<file path="src/rtl/t1_boc_detector.sv">
module t1_boc_detector #(
  parameter int CODE_W = 6,
  parameter int RUN_W  = 3,
  parameter int GAP_W  = 8
) (
  input  logic              clk,
  input  logic              rst_n,
  input  logic              esf_en,
  input  logic              fdl_stb,
  input  logic              fdl_bit,
  input  logic [1:0]        filt_sel,
  input  logic [1:0]        disint_sel,
  input  logic              det_w1c,
  input  logic              clr_w1c,
  input  logic              det_mask_en,
  input  logic              clr_mask_en,
  output logic [CODE_W-1:0] code_q,
  output logic              det_flag,
  output logic              clr_flag,
  output logic              irq
);
  localparam int CW_LEN = 2 * CODE_W + 4;
  localparam int FLAG_W = CW_LEN - CODE_W - 2;
  localparam logic [GAP_W-1:0] GAP_SPAN = GAP_W'(CW_LEN - 1);
  localparam logic [GAP_W-1:0] GAP_BASE = GAP_W'(CW_LEN);
  localparam logic [RUN_W-1:0] RUN_MAX  = '1;

  logic [CW_LEN-1:0] sr;
  logic [CODE_W-1:0] last_code;
  logic [RUN_W-1:0]  run;
  logic [GAP_W-1:0]  gap;
  logic              held, present;

  wire              adv   = esf_en & fdl_stb;
  wire [CW_LEN-1:0] sr_nx = {sr[CW_LEN-2:0], fdl_bit};
  wire              hit   = adv && (&sr_nx[CW_LEN-1:CODE_W+2]) && !sr_nx[CODE_W+1] && !sr_nx[0];

  logic [CODE_W-1:0] rx_code;
  always_comb
    for (int i = 0; i < CODE_W; i++) rx_code[i] = sr_nx[CODE_W - i];

  wire              same   = (rx_code == last_code) && (gap == GAP_SPAN);
  wire [RUN_W-1:0]  run_nx = !same ? RUN_W'(1) : (run == RUN_MAX ? run : run + 1'b1);
  wire [RUN_W-1:0]  need   = {filt_sel, 1'b1};
  wire              det_ev = hit && (run_nx == need) && (!held || rx_code != code_q);
  wire [GAP_W-1:0]  lim    = GAP_BASE << disint_sel;
  wire [GAP_W-1:0]  gap_nx = (&gap) ? gap : gap + 1'b1;
  wire              clr_ev = adv && !hit && present && (gap_nx == lim);

  always_ff @(posedge clk) begin
    if (!rst_n) begin
      sr <= '0; last_code <= '0; run <= '0; gap <= '1;
      held <= 1'b0; present <= 1'b0; code_q <= '0;
      det_flag <= 1'b0; clr_flag <= 1'b0;
    end else begin
      if (adv) begin
        sr <= sr_nx;
        if (hit) begin
          last_code <= rx_code;
          run       <= run_nx;
          gap       <= '0;
          present   <= 1'b1;
        end else begin
          gap <= gap_nx;
        end
      end
      if (clr_ev) begin
        present <= 1'b0;
        held    <= 1'b0;
      end
      if (det_ev) begin
        held   <= 1'b1;
        code_q <= rx_code;
      end
      det_flag <= det_ev | (det_flag & ~det_w1c);
      clr_flag <= clr_ev | (clr_flag & ~clr_w1c);
    end
  end

  assign irq = (det_flag & det_mask_en) | (clr_flag & clr_mask_en);


  code_only_on_detect_chk: assert property (@(posedge clk) disable iff (!rst_n)
    !$stable(code_q) |-> det_flag);

  det_needs_strobe_chk: assert property (@(posedge clk) disable iff (!rst_n)
    $rose(det_flag) |-> $past(fdl_stb));

  clr_needs_strobe_chk: assert property (@(posedge clk) disable iff (!rst_n)
    $rose(clr_flag) |-> $past(fdl_stb));

  det_w1c_chk: assert property (@(posedge clk) disable iff (!rst_n)
    (det_w1c && !fdl_stb) |=> !det_flag);

  clr_w1c_chk: assert property (@(posedge clk) disable iff (!rst_n)
    (clr_w1c && !fdl_stb) |=> !clr_flag);

  irq_quiet_chk: assert property (@(posedge clk) disable iff (!rst_n)
    (!det_flag && !clr_flag) |-> !irq);

  esf_off_hold_chk: assert property (@(posedge clk) disable iff (!rst_n)
    !esf_en |=> ($stable(code_q) && !$rose(det_flag) && !$rose(clr_flag)));
endmodule

</file>
<file path="config.mk">
export PLATFORM = sky130hd
export DESIGN_NAME = t1_boc_detector
export DESIGN_NICKNAME = d
export VERILOG_FILES = /design/src/rtl/t1_boc_detector.sv
export SDC_FILE = /design/constraint.sdc
export NUM_CORES = 1
export LEC_CHECK = 0
export BUFFER_PORTS_ARGS = -buffer_cell sky130_fd_sc_hd__buf_2
export CORE_MARGIN = 2
export CORE_UTILIZATION = 47
export CTS_CLUSTER_DIAMETER = 60
export DETAILED_ROUTE_END_ITERATION = 8
export GPL_ROUTABILITY_DRIVEN = 1
export GPL_TIMING_DRIVEN = 0
export PLACE_DENSITY = 0.66
export SYNTH_ARGS = -nofsm -noshare
export SYNTH_HDL_FRONTEND = slang
export SYNTH_SLANG_ARGS = --single-unit
</file>
<file path="constraint.sdc">
create_clock -name clk -period 5.73 [get_ports clk]
set_clock_uncertainty 0.1 [all_clocks]
set_input_delay 0.2865 -clock clk [delete_from_list [all_inputs] [get_ports clk]]
set_output_delay 0.2865 -clock clk [all_outputs]
set_load 0.05 [all_outputs]
</file>
==> metrics.txt, run 1 <==
share of async-settable or async-resettable flops after synthesis=0%; endpoint of the most critical setup path=code_q[5]$_SDFFE_PN0P_; ratio of total power to cell area=243.5 mW/mm^2; minimum period implied by the final worst setup slack=3076 ps; worst-case register-to-register setup slack=2650 ps; peak per-stage delay on the critical path=610 ps; H-tree depth reported by CTS=2; clock buffer count from CTS=5; Hold Slack=148.1 ps; mean number of vias per cell=5.325; number of enable flip-flop cells after synthesis=0; PnR Total Power=615.2 uW; Slew @ Worst Pin=494.1 ps; final hold viol count=0; clk slew on worst S/H paths=80 ps; Residual DRC=0; endpoint of the worst-slack reg-to-reg timing path=code_q[5]$_SDFFE_PN0P_; Rel. slew slack=66.94%; routed wire length=4673 um; CTS Root Buffer Type=clkbuf_8; setup violation total in the final timing report=0; area of the core=0.004661 mm^2; Distinct cells, synth=47; cell with the largest stage delay on the worst path=or4_4; number of standard cells in the final layout excluding fillers=360; wire length of the first global-routing pass=7817 um; number of vias in the routed layout=1,917; Final period util=53.68%; Yosys reg bits=42; via count of the first global-routing pass=1,742; area of the mapped netlist=0.002248 mm^2; placement row count=25; CP endpoint kind=flip-flop; Routed Antenna Nets=0; worst path required time=5830 ps; Die Width=73.17 um; cell family with most CP delay=simple AND/OR/NAND/NOR gates; Sinks on Clock Net=42; max-capacitance violation count=0; arrival time at the worst endpoint=3170 ps; total overflow reported by the global router=0; CP Buf/Inv Count=1; worst supply voltage drop on vdd=0.0001872 V; number of cell instances on the worst register-to-register path=8; full die area=0.005353 mm^2; mean post-synth cell area=8.088 um^2; instance count on the critical path=8; reg-to-reg startpoint=gap[0]$_SDFFE_PN1N_; Final nets=320; insertion delay of the later-clocked pin in the worst-skew pair=300 ps; commonest register cell after synthesis=dfxtp_1; Iteration-0 DRC Markers=102; utilization after layout=54.20%; Final Max Tran Viols=0; floorplan die height=73.17 um; initial antenna violation count=0; I/O pin count=22; overall fraction of global-route tracks in use=18.95%; pin count of the biggest net entering global routing=14; type of the most critical hold path=in2reg; hold buffer count at CTS=0; setup repair after global routing missed its margin=no; HPWL Detailed=3428 um; total of buffers placed on input and output ports=20; mean routed wirelength per cell=12.98 um; setup bufs post-CTS=0; top fanout value on the critical path=8; reported leakage power=0.0009604 uW; number of inserted diodes=0; first-pass detailed-route iteration total=4; GPL Wtd Cong=0.7752; CP Class=reg2reg; type of element launching the critical path=flip-flop; synthesized instance count=278; setup_tns=0 ps; count of fill cells added during filler insertion=440; number of cells after detailed placement=352; signed area change from the synthesized netlist to the final layout=12.35%; maximum clock path buffer count=2; starting density of the core=48.24%; TritonCTS clock tree=yes; proportion of synthesized chip area in sequential cells=37.40%; total of cells resized after clock tree synthesis=0; cells along the critical path=ha_1, clkbuf_1, nand3_1, or4_4, a2111o_1, a21oi_4, mux2i_1, nor2b_1; yosys synthesis warning count=0; fraction of layout cells with a size suffix above 1=14.05%; FMAX=325.1 MHz; status=finished, final reports clean; start point of the critical path=gap[0]$_SDFFE_PN1N_; Post-Synthesis Net Count=293
state kept, by name (all words and copies together) (netlist names):
| signal | cells |
|---|---|
| sr | 15 |
| gap | 8 |
| code_q | 6 |
| last_code | 6 |
| run | 3 |
| clr_flag | 1 |
| det_flag | 1 |
| held | 1 |
| present | 1 |
synth_stat cells (2+ instances only):
master    number  area share (%)
a2111o_1       2             1.0
a21bo_2        2            0.89
a21boi_0      23             7.7
a21o_2         2            0.78
a21oi_1        5             1.1
a31oi_1        4             1.1
and2_1         3            0.83
and3_1         2            0.56
buf_2          6             1.3
clkbuf_1      17             2.8
dfxtp_1       42              37
ha_1           2             1.1
inv_1          2            0.33
mux2i_1        9             4.0
nand2_1       62              10
nand2b_1       4             1.1
nand3_1       12             2.7
nand4_1        7             1.9
nor2_1         8             1.3
nor2b_1        8             2.2
nor3_1         3            0.67
nor4_1         3            0.83
o211a_1        3             1.3
o211ai_1       5             1.7
o21ai_0        9             2.0
o22ai_1        2            0.56
xnor2_1       10             3.9
xor2_1         2            0.78
through the flow:
stage,setup WS [ps],cell area [um^2]
after global placement,2722,2416
final,2654,2526
after detailed placement,2714,2416
after global routing,2524,2526
after CTS,2690,2526
after floorplan,3024,2248
cell families (layout without fill, tap and decap cells):
kind of cell | Yosys count | after routing | synth area share, %
simple gates | 117 | 117 | 24.71
compound gates | 67 | 67 | 22.20
flops | 42 | 42 | 37.40
buf+inv | 28 | 56 | 5.398
xor+xnor | 12 | 12 | 4.674
mux | 10 | 10 | 4.508
fa+ha+maj | 2 | 2 | 1.113
cell usage in the layout (no fill, tap or decap), types with 2 or more instances in the layout:
master and n:
nor3_1 3, a31oi_1 4, a21boi_0 23, xnor2_1 10
nand3_1 12, o22ai_1 2, ha_1 2, a21oi_1 5
a21o_2 2, clkbuf_8 5, xor2_1 2, buf_2 26
a2111o_1 2, nor2b_1 8, and3_1 2, mux2i_1 9
nand2_1 62, a21bo_2 2, o21ai_0 9, nand2b_1 4
nor4_1 3, clkbuf_1 18, and2_1 3, o211a_1 3
o211ai_1 5, nor2_1 8, nand4_1 7, inv_1 2
dfxtp_1 42
tightest hold or removal path, stage by stage:
cell      delay (ps)
buf_2            100
nand2_1           40
a21boi_0          70
report_power, final:
part	internal, uW	leakage, uW	switching (uW)
Clock	130	0.0000514	104
Combinational	32.6	0.000569	49.0
Sequential	296	0.000340	3.17
final cells by class:
| cell class | count | area [um^2] | share of cell area, % |
|---|---|---|---|
| Tap cell | 54 | 67.56 | 2.675 |
| Clock inverter | 2 | 37.54 | 1.486 |
| Timing Repair Buffer | 20 | 100.1 | 3.962 |
| Buffer | 26 | 113.9 | 4.507 |
| Sequential cell | 42 | 840.8 | 33.28 |
| Multi-Input combinational cell | 208 | 1286 | 50.92 |
| Inverter | 2 | 7.507 | 0.2972 |
| Clock buffer | 6 | 72.57 | 2.873 |
metal layers:
layer | vias up | share of wire (%) | track usage (%)
li1 | 1025 | - | -
met1 | 856 | 49 | 24.36
met2 | 31 | 46 | 30.23
met5 | - | 0 | 0
met3 | 5 | 4.0 | 5.939
met4 | 0 | 1.1 | 5.967
how the worst min path moves through the flow:
| stage | start | endpoint | slack (ps) | cells after the start |
|---|---|---|---|---|
| final | fdl_bit | sr[0]$_SDFFE_PN0N_ | 150 | 3 |
| after global placement | sr[14]$_SDFFE_PN0N_ | sr[14]$_SDFFE_PN0N_ | 350 | 2 |
| after global routing | fdl_bit | sr[0]$_SDFFE_PN0N_ | 140 | 3 |
| after detailed placement | sr[14]$_SDFFE_PN0N_ | sr[14]$_SDFFE_PN0N_ | 360 | 2 |
| after floorplan | fdl_bit | sr[0]$_SDFFE_PN0N_ | 330 | 2 |
| after CTS | fdl_bit | sr[0]$_SDFFE_PN0N_ | 140 | 3 |
(Power assumes the default switching activity.)
==> run 2, diff against run 1 <==
==> constraint.sdc (replaced) <==
create_clock -name clk -period 3.2 [get_ports clk]
set_clock_uncertainty 0.1 [all_clocks]
set_input_delay 0.16 -clock clk [delete_from_list [all_inputs] [get_ports clk]]
set_output_delay 0.16 -clock clk [all_outputs]
set_load 0.05 [all_outputs]
==> run 2 against run 1 <==
Via count barely moved. Highest routed layer unchanged. First-iteration DRC count did not move. Register-to-register slack got worse by 2500 ps. Sequential power rose by 79%. Die area did not move. Clock power rose by 80%. Non-clock buffer count did not move. Largest cell class unchanged.
==> metrics.txt, run 2 (synthesis results as in run 1) <==
peak per-stage delay on the critical path=610 ps (about the same); Storage cell area=840.8 um^2 (unchanged); type of the most critical hold path=in2reg; Iteration-0 DRC Markers=102 (unchanged); CP endpoint kind=flip-flop; starting density of the core=48.24% (unchanged); Routed Antenna Nets=0 (unchanged); mean routed wirelength per cell=12.97 um (about the same); most frequent standard cell in the layout excluding fill and tap cells=nand2_1; mean number of vias per cell=5.328 (about the same); biggest regs=sr x15, gap x8; placement row count=25 (unchanged); final hold viol count=0 (unchanged); worst path required time=3300 ps (-2530 ps); cell with the largest stage delay on the worst path=or4_4; routed wire length=4670 um (about the same); minimum period implied by the final worst setup slack=3059 ps (-16.78 ps); pin count of the biggest net entering global routing=14 (unchanged); clk slew on worst S/H paths=80 ps (about the same); Residual DRC=0 (unchanged); top fanout value on the critical path=8 (unchanged); HPWL Detailed=3428 um (unchanged); reported leakage power=0.0009604 uW (unchanged); type of element launching the critical path=flip-flop; cells along the critical path=ha_1, clkbuf_1, nand3_1, or4_4, a2111o_1, a21oi_4, mux2i_1, nor2b_1; H-tree depth reported by CTS=2 (unchanged); Final nets=320 (unchanged); Largest register FFs=15 (unchanged); fraction of layout cells with a size suffix above 1=14.05% (unchanged); leading cell types in the layout, fill and taps excluded=nand2_1 (62), dfxtp_1 (42), buf_2 (26); instance count along the most critical hold path=3 (unchanged); Rel. slew slack=66.55% (-0.39 points); floorplan die height=73.17 um (unchanged); total overflow reported by the global router=0 (unchanged); TritonCTS clock tree=yes; FMAX=326.9 MHz (+0.55%); arrival time at the worst endpoint=3160 ps (about the same); overall fraction of global-route tracks in use=18.95% (unchanged); Die Width=73.17 um (unchanged); max-capacitance violation count=0 (unchanged); Most flops, register=sr; number of vias in the routed layout=1,918 (+0.052%); signed area change from the synthesized netlist to the final layout=12.35% (unchanged); CTS Root Buffer Type=clkbuf_8; maximum clock path buffer count=2 (unchanged); worst-case register-to-register setup slack=140 ps (-2510 ps); clock buffer count from CTS=5 (unchanged); PnR Total Power=1103 uW (+79%); initial antenna violation count=0 (unchanged); wire length of the first global-routing pass=7817 um (unchanged); worst supply voltage drop on vdd=0.0003351 V (+79%); insertion delay of the later-clocked pin in the worst-skew pair=300 ps (about the same); total of cells resized after clock tree synthesis=0 (unchanged); area of the core=0.004661 mm^2 (unchanged); number of inserted diodes=0 (unchanged); status=finished, final reports clean; full die area=0.005353 mm^2 (unchanged); ratio of total power to cell area=436.5 mW/mm^2 (+79%); Slew @ Worst Pin=499.9 ps (+5.824 ps); total of buffers placed on input and output ports=20 (unchanged); via count of the first global-routing pass=1,742 (unchanged); setup repair after global routing missed its margin=no; first-pass detailed-route iteration total=4 (unchanged); number of cell instances on the worst register-to-register path=8 (unchanged); Final Max Tran Viols=0 (unchanged); Sinks on Clock Net=42 (unchanged); setup violation total in the final timing report=0 (unchanged); count of fill cells added during filler insertion=440 (unchanged); CP Class=reg2reg; area taken by multi-input logic gates=0.001286 mm^2 (unchanged); setup_tns=0 ps (unchanged); Final period util=95.60% (+42 points); Hold Slack=20.41 ps (-127.7 ps); GPL Wtd Cong=0.7752 (unchanged); I/O pin count=22 (unchanged)
## run 2: final cells by class
class / count / share of cell area [%]
repair buffers: 20 / 3.962
multi-input cells: 208 / 50.92
inverters: 2 / 0.2972
well taps: 54 / 2.675
plain buffers: 26 / 4.507
flip-flops and latches: 42 / 33.28
clock buffers: 6 / 2.873
clock inverters: 2 / 1.486
## run 2: layer usage
layer  part of all wire (%)  wire [um]  up-vias  track usage, %
met1                     49       2280      858           24.36
met2                     46       2129       27           30.23
met3                    3.8        178        8           5.939
met4                    1.7         81        0           5.967
li1                       -          -     1025               -
met5                      0          0        -               0
## run 2: timing repair
action / in CTS / in global routing
setup endpoints to repair: 0 / 1
hold buffers: 0 / 0
setup buffers: 0 / 0
## run 2: worst max-delay path: cells and delay by family (launching register included)
family / cells / cell delay, ps
AO/OA/AOI/OAI: 2 / 780
adder cells (fa/ha/maj): 1 / 170
buffers and inverters: 1 / 270
flip-flops: 1 / 430
multiplexers: 1 / 240
AND/OR/NAND/NOR: 3 / 970
## run 2: path summary, 6_finish.rpt
kind,startpoint,end
setup / recovery,gap[0]$_SDFFE_PN1N_,code_q[5]$_SDFFE_PN0P_
hold / removal,fdl_bit,sr[0]$_SDFFE_PN0N_
setup reg to reg,gap[0]$_SDFFE_PN1N_,code_q[5]$_SDFFE_PN0P_
hold reg to reg,sr[14]$_SDFFE_PN0N_,sr[14]$_SDFFE_PN0N_
## run 2: report_power, final
| part | leakage, uW | total (uW) | internal, uW | switching, uW |
|---|---|---|---|---|
| clock | 0.0000514 | 421 | 233 | 188 |
| sequential | 0.000340 | 536 | 531 | 5.68 |
| combinational | 0.000569 | 146 | 58.2 | 87.7 |
| total | 0.000960 | 1100 | 822 | 281 |
## run 2: through the flow
step,setup slack [ps],std cells,utilization (%),instance area (um^2)
finish,140.9,360,54.20,2526
global route,10.98,360,54.20,2526
CTS,160.3,360,54.20,2526
detailed placement,183.6,352,51.84,2416
global placement,191.5,352,51.84,2416
floorplan,494.1,278,-,2248
==> run 3, diff against run 2 <==
--- a/config.mk
+++ b/config.mk
@@ -13,6 +13,7 @@
 export GPL_ROUTABILITY_DRIVEN = 1
 export GPL_TIMING_DRIVEN = 0
 export PLACE_DENSITY = 0.66
+export SETUP_SLACK_MARGIN = 0.3
 export SYNTH_ARGS = -nofsm -noshare
 export SYNTH_HDL_FRONTEND = slang
 export SYNTH_SLANG_ARGS = --single-unit
==> run 3 against run 2 <==
Cell area increased by 1.3%. Maximum frequency increased by 12%. Critical path depth increased by 1. Sequential cell count stayed put. Global-route usage up 0.14 points. Register-to-register slack improved by 330 ps. Total power is essentially flat. Count of clock-buffer cells in the layout did not move. Worst setup slack improved by 330 ps. First-iteration DRC count unchanged. Non-clock buffer count grew 2. Largest power group unchanged. Via count is 0.16% higher.
==> metrics.txt, run 3 (synthesis results as in run 1) <==
fraction of layout cells with a size suffix above 1=15.26% (+1.2 points); most frequent standard cell in the layout excluding fill and tap cells=nand2_1; Routed Antenna Nets=0 (unchanged); number of cells after detailed placement=352 (unchanged); via count of the first global-routing pass=1,766 (+1.4%); arrival time at the worst endpoint=2830 ps (-330 ps); CP endpoint kind=flip-flop; FMAX=366.0 MHz (+12%); final hold viol count=0 (unchanged); biggest regs=sr x15, gap x8; clock buffer count from CTS=5 (unchanged); full die area=0.005353 mm^2 (unchanged); H-tree depth reported by CTS=2 (unchanged); utilization after layout=54.93% (+0.72 points); Residual DRC=0 (unchanged); Slew @ Worst Pin=501.0 ps (+1.116 ps); floorplan die height=73.17 um (unchanged); insertion delay of the later-clocked pin in the worst-skew pair=300 ps (about the same); number of inserted diodes=0 (unchanged); hold buffer count at CTS=0 (unchanged); total overflow reported by the global router=0 (unchanged); pin count of the biggest net entering global routing=14 (unchanged); minimum period implied by the final worst setup slack=2732 ps (-327.0 ps); maximum clock path buffer count=2 (unchanged); setup repair after global routing missed its margin=no; Sinks on Clock Net=42 (unchanged); worst supply voltage drop on vdd=0.0003349 V (about the same); max-capacitance violation count=0 (unchanged); total of buffers placed on input and output ports=20 (unchanged); TritonCTS clock tree=yes; GPL Wtd Cong=0.7752 (unchanged); ratio of total power to cell area=431.0 mW/mm^2 (-1.3%); CTS Root Buffer Type=clkbuf_8; overall fraction of global-route tracks in use=19.09% (+0.14 points); setup violation total in the final timing report=0 (unchanged); Iteration-0 DRC Markers=102 (unchanged); routed wire length=4708 um (+0.81%); number of vias in the routed layout=1,921 (+0.16%); Cell Area, Placed=0.002416 mm^2 (unchanged); I/O pin count=22 (unchanged); Largest register FFs=15 (unchanged); reported leakage power=0.0009803 uW (+2.1%); top fanout value on the critical path=8 (unchanged); mean number of vias per cell=5.307 (-0.40%); setup_tns=0 ps (unchanged); Rel. slew slack=66.47% (-0.075 points); first-pass detailed-route iteration total=4 (unchanged); type of element launching the critical path=flip-flop; initial antenna violation count=0 (unchanged); type of the most critical hold path=in2reg; signed area change from the synthesized netlist to the final layout=13.86%; number of standard cells in the final layout excluding fillers=362 (+0.56%); Non-Filler Cell Area, Final=0.002560 mm^2 (+1.3%); Final period util=85.38% (-10 points); Final nets=322 (+0.63%); worst path required time=3290 ps (about the same); count of fill cells added during filler insertion=433 (-1.6%); CP Class=reg2reg; Die Width=73.17 um (unchanged); PnR Total Power=1103 uW (about the same); mean routed wirelength per cell=13.01 um (+0.26%); status=finished, final reports clean; Most flops, register=sr; area of the core=0.004661 mm^2 (unchanged); worst-case register-to-register setup slack=470 ps (+330 ps); Final Max Tran Viols=0 (unchanged); leading cell types in the layout, fill and taps excluded=nand2_1 (62), dfxtp_1 (42), buf_2 (26); wire length of the first global-routing pass=7893 um (+0.97%); starting density of the core=48.24% (unchanged); placement row count=25 (unchanged); clk slew on worst S/H paths=80 ps (about the same); HPWL Detailed=3428 um (unchanged)
## run 3: power breakdown
part           total, uW  internal [uW]  switching [uW]
combinational        148           59.2            88.4
sequential           536            531            5.71
clock                420            233             187
total               1100            822             281
## run 3: routing by layer
layer	global-route usage (%)	share of wire [%]	vias to the layer above
met5	0	0	-
met3	5.939	3.5	5
li1	-	-	1030
met4	5.967	0.85	0
met1	24.27	50	864
met2	30.83	46	22
## run 3: stage by stage
stage	worst slack [ps]	hold slack [ps]
final	468.0	22.32
after global routing	353.1	14.77
after CTS	353.0	15.26
after detailed placement	183.6	342.4
after global placement	191.5	335.6
after floorplan	494.1	204.9
## run 3: path summary, 6_finish.rpt
path | start | end | cells after the start
max | gap[0]$_SDFFE_PN1N_ | code_q[3]$_SDFFE_PN0P_ | 9
min | fdl_bit | sr[0]$_SDFFE_PN0N_ | 3
min reg2reg | sr[14]$_SDFFE_PN0N_ | sr[14]$_SDFFE_PN0N_ | 2
max reg2reg | gap[0]$_SDFFE_PN1N_ | code_q[3]$_SDFFE_PN0P_ | 9
## run 3: timing repair
| item | 4_1_cts | 5_1_grt |
|---|---|---|
| setup buffers | 2 | 0 |
| resized for setup | 1 | 2 |
| pin swaps | 1 | 0 |
| endpoints found under the setup margin | 6 | 8 |
## run 3: worst max-delay path, stage by stage (launching register included)
cell and delay, ps:
dfxtp_1 430, ha_1 170, clkbuf_2 180, nand3_2 180
or4_4 580, a2111o_1 440, a21oi_4 160, buf_12 140
mux2i_1 180, nor2b_1 60
## run 3: layout make-up
| class | count | area [um^2] | area share, % |
|---|---|---|---|
| clock inverter | 2 | 37.54 | 1.466 |
| inverter | 2 | 7.507 | 0.2933 |
| sequential | 42 | 840.8 | 32.84 |
| tap | 54 | 67.56 | 2.639 |
| multi-input combinational | 208 | 1291 | 50.44 |
| clock buffer | 6 | 72.57 | 2.835 |
| buffer | 26 | 115.1 | 4.497 |
| timing repair buffer | 22 | 127.6 | 4.985 |
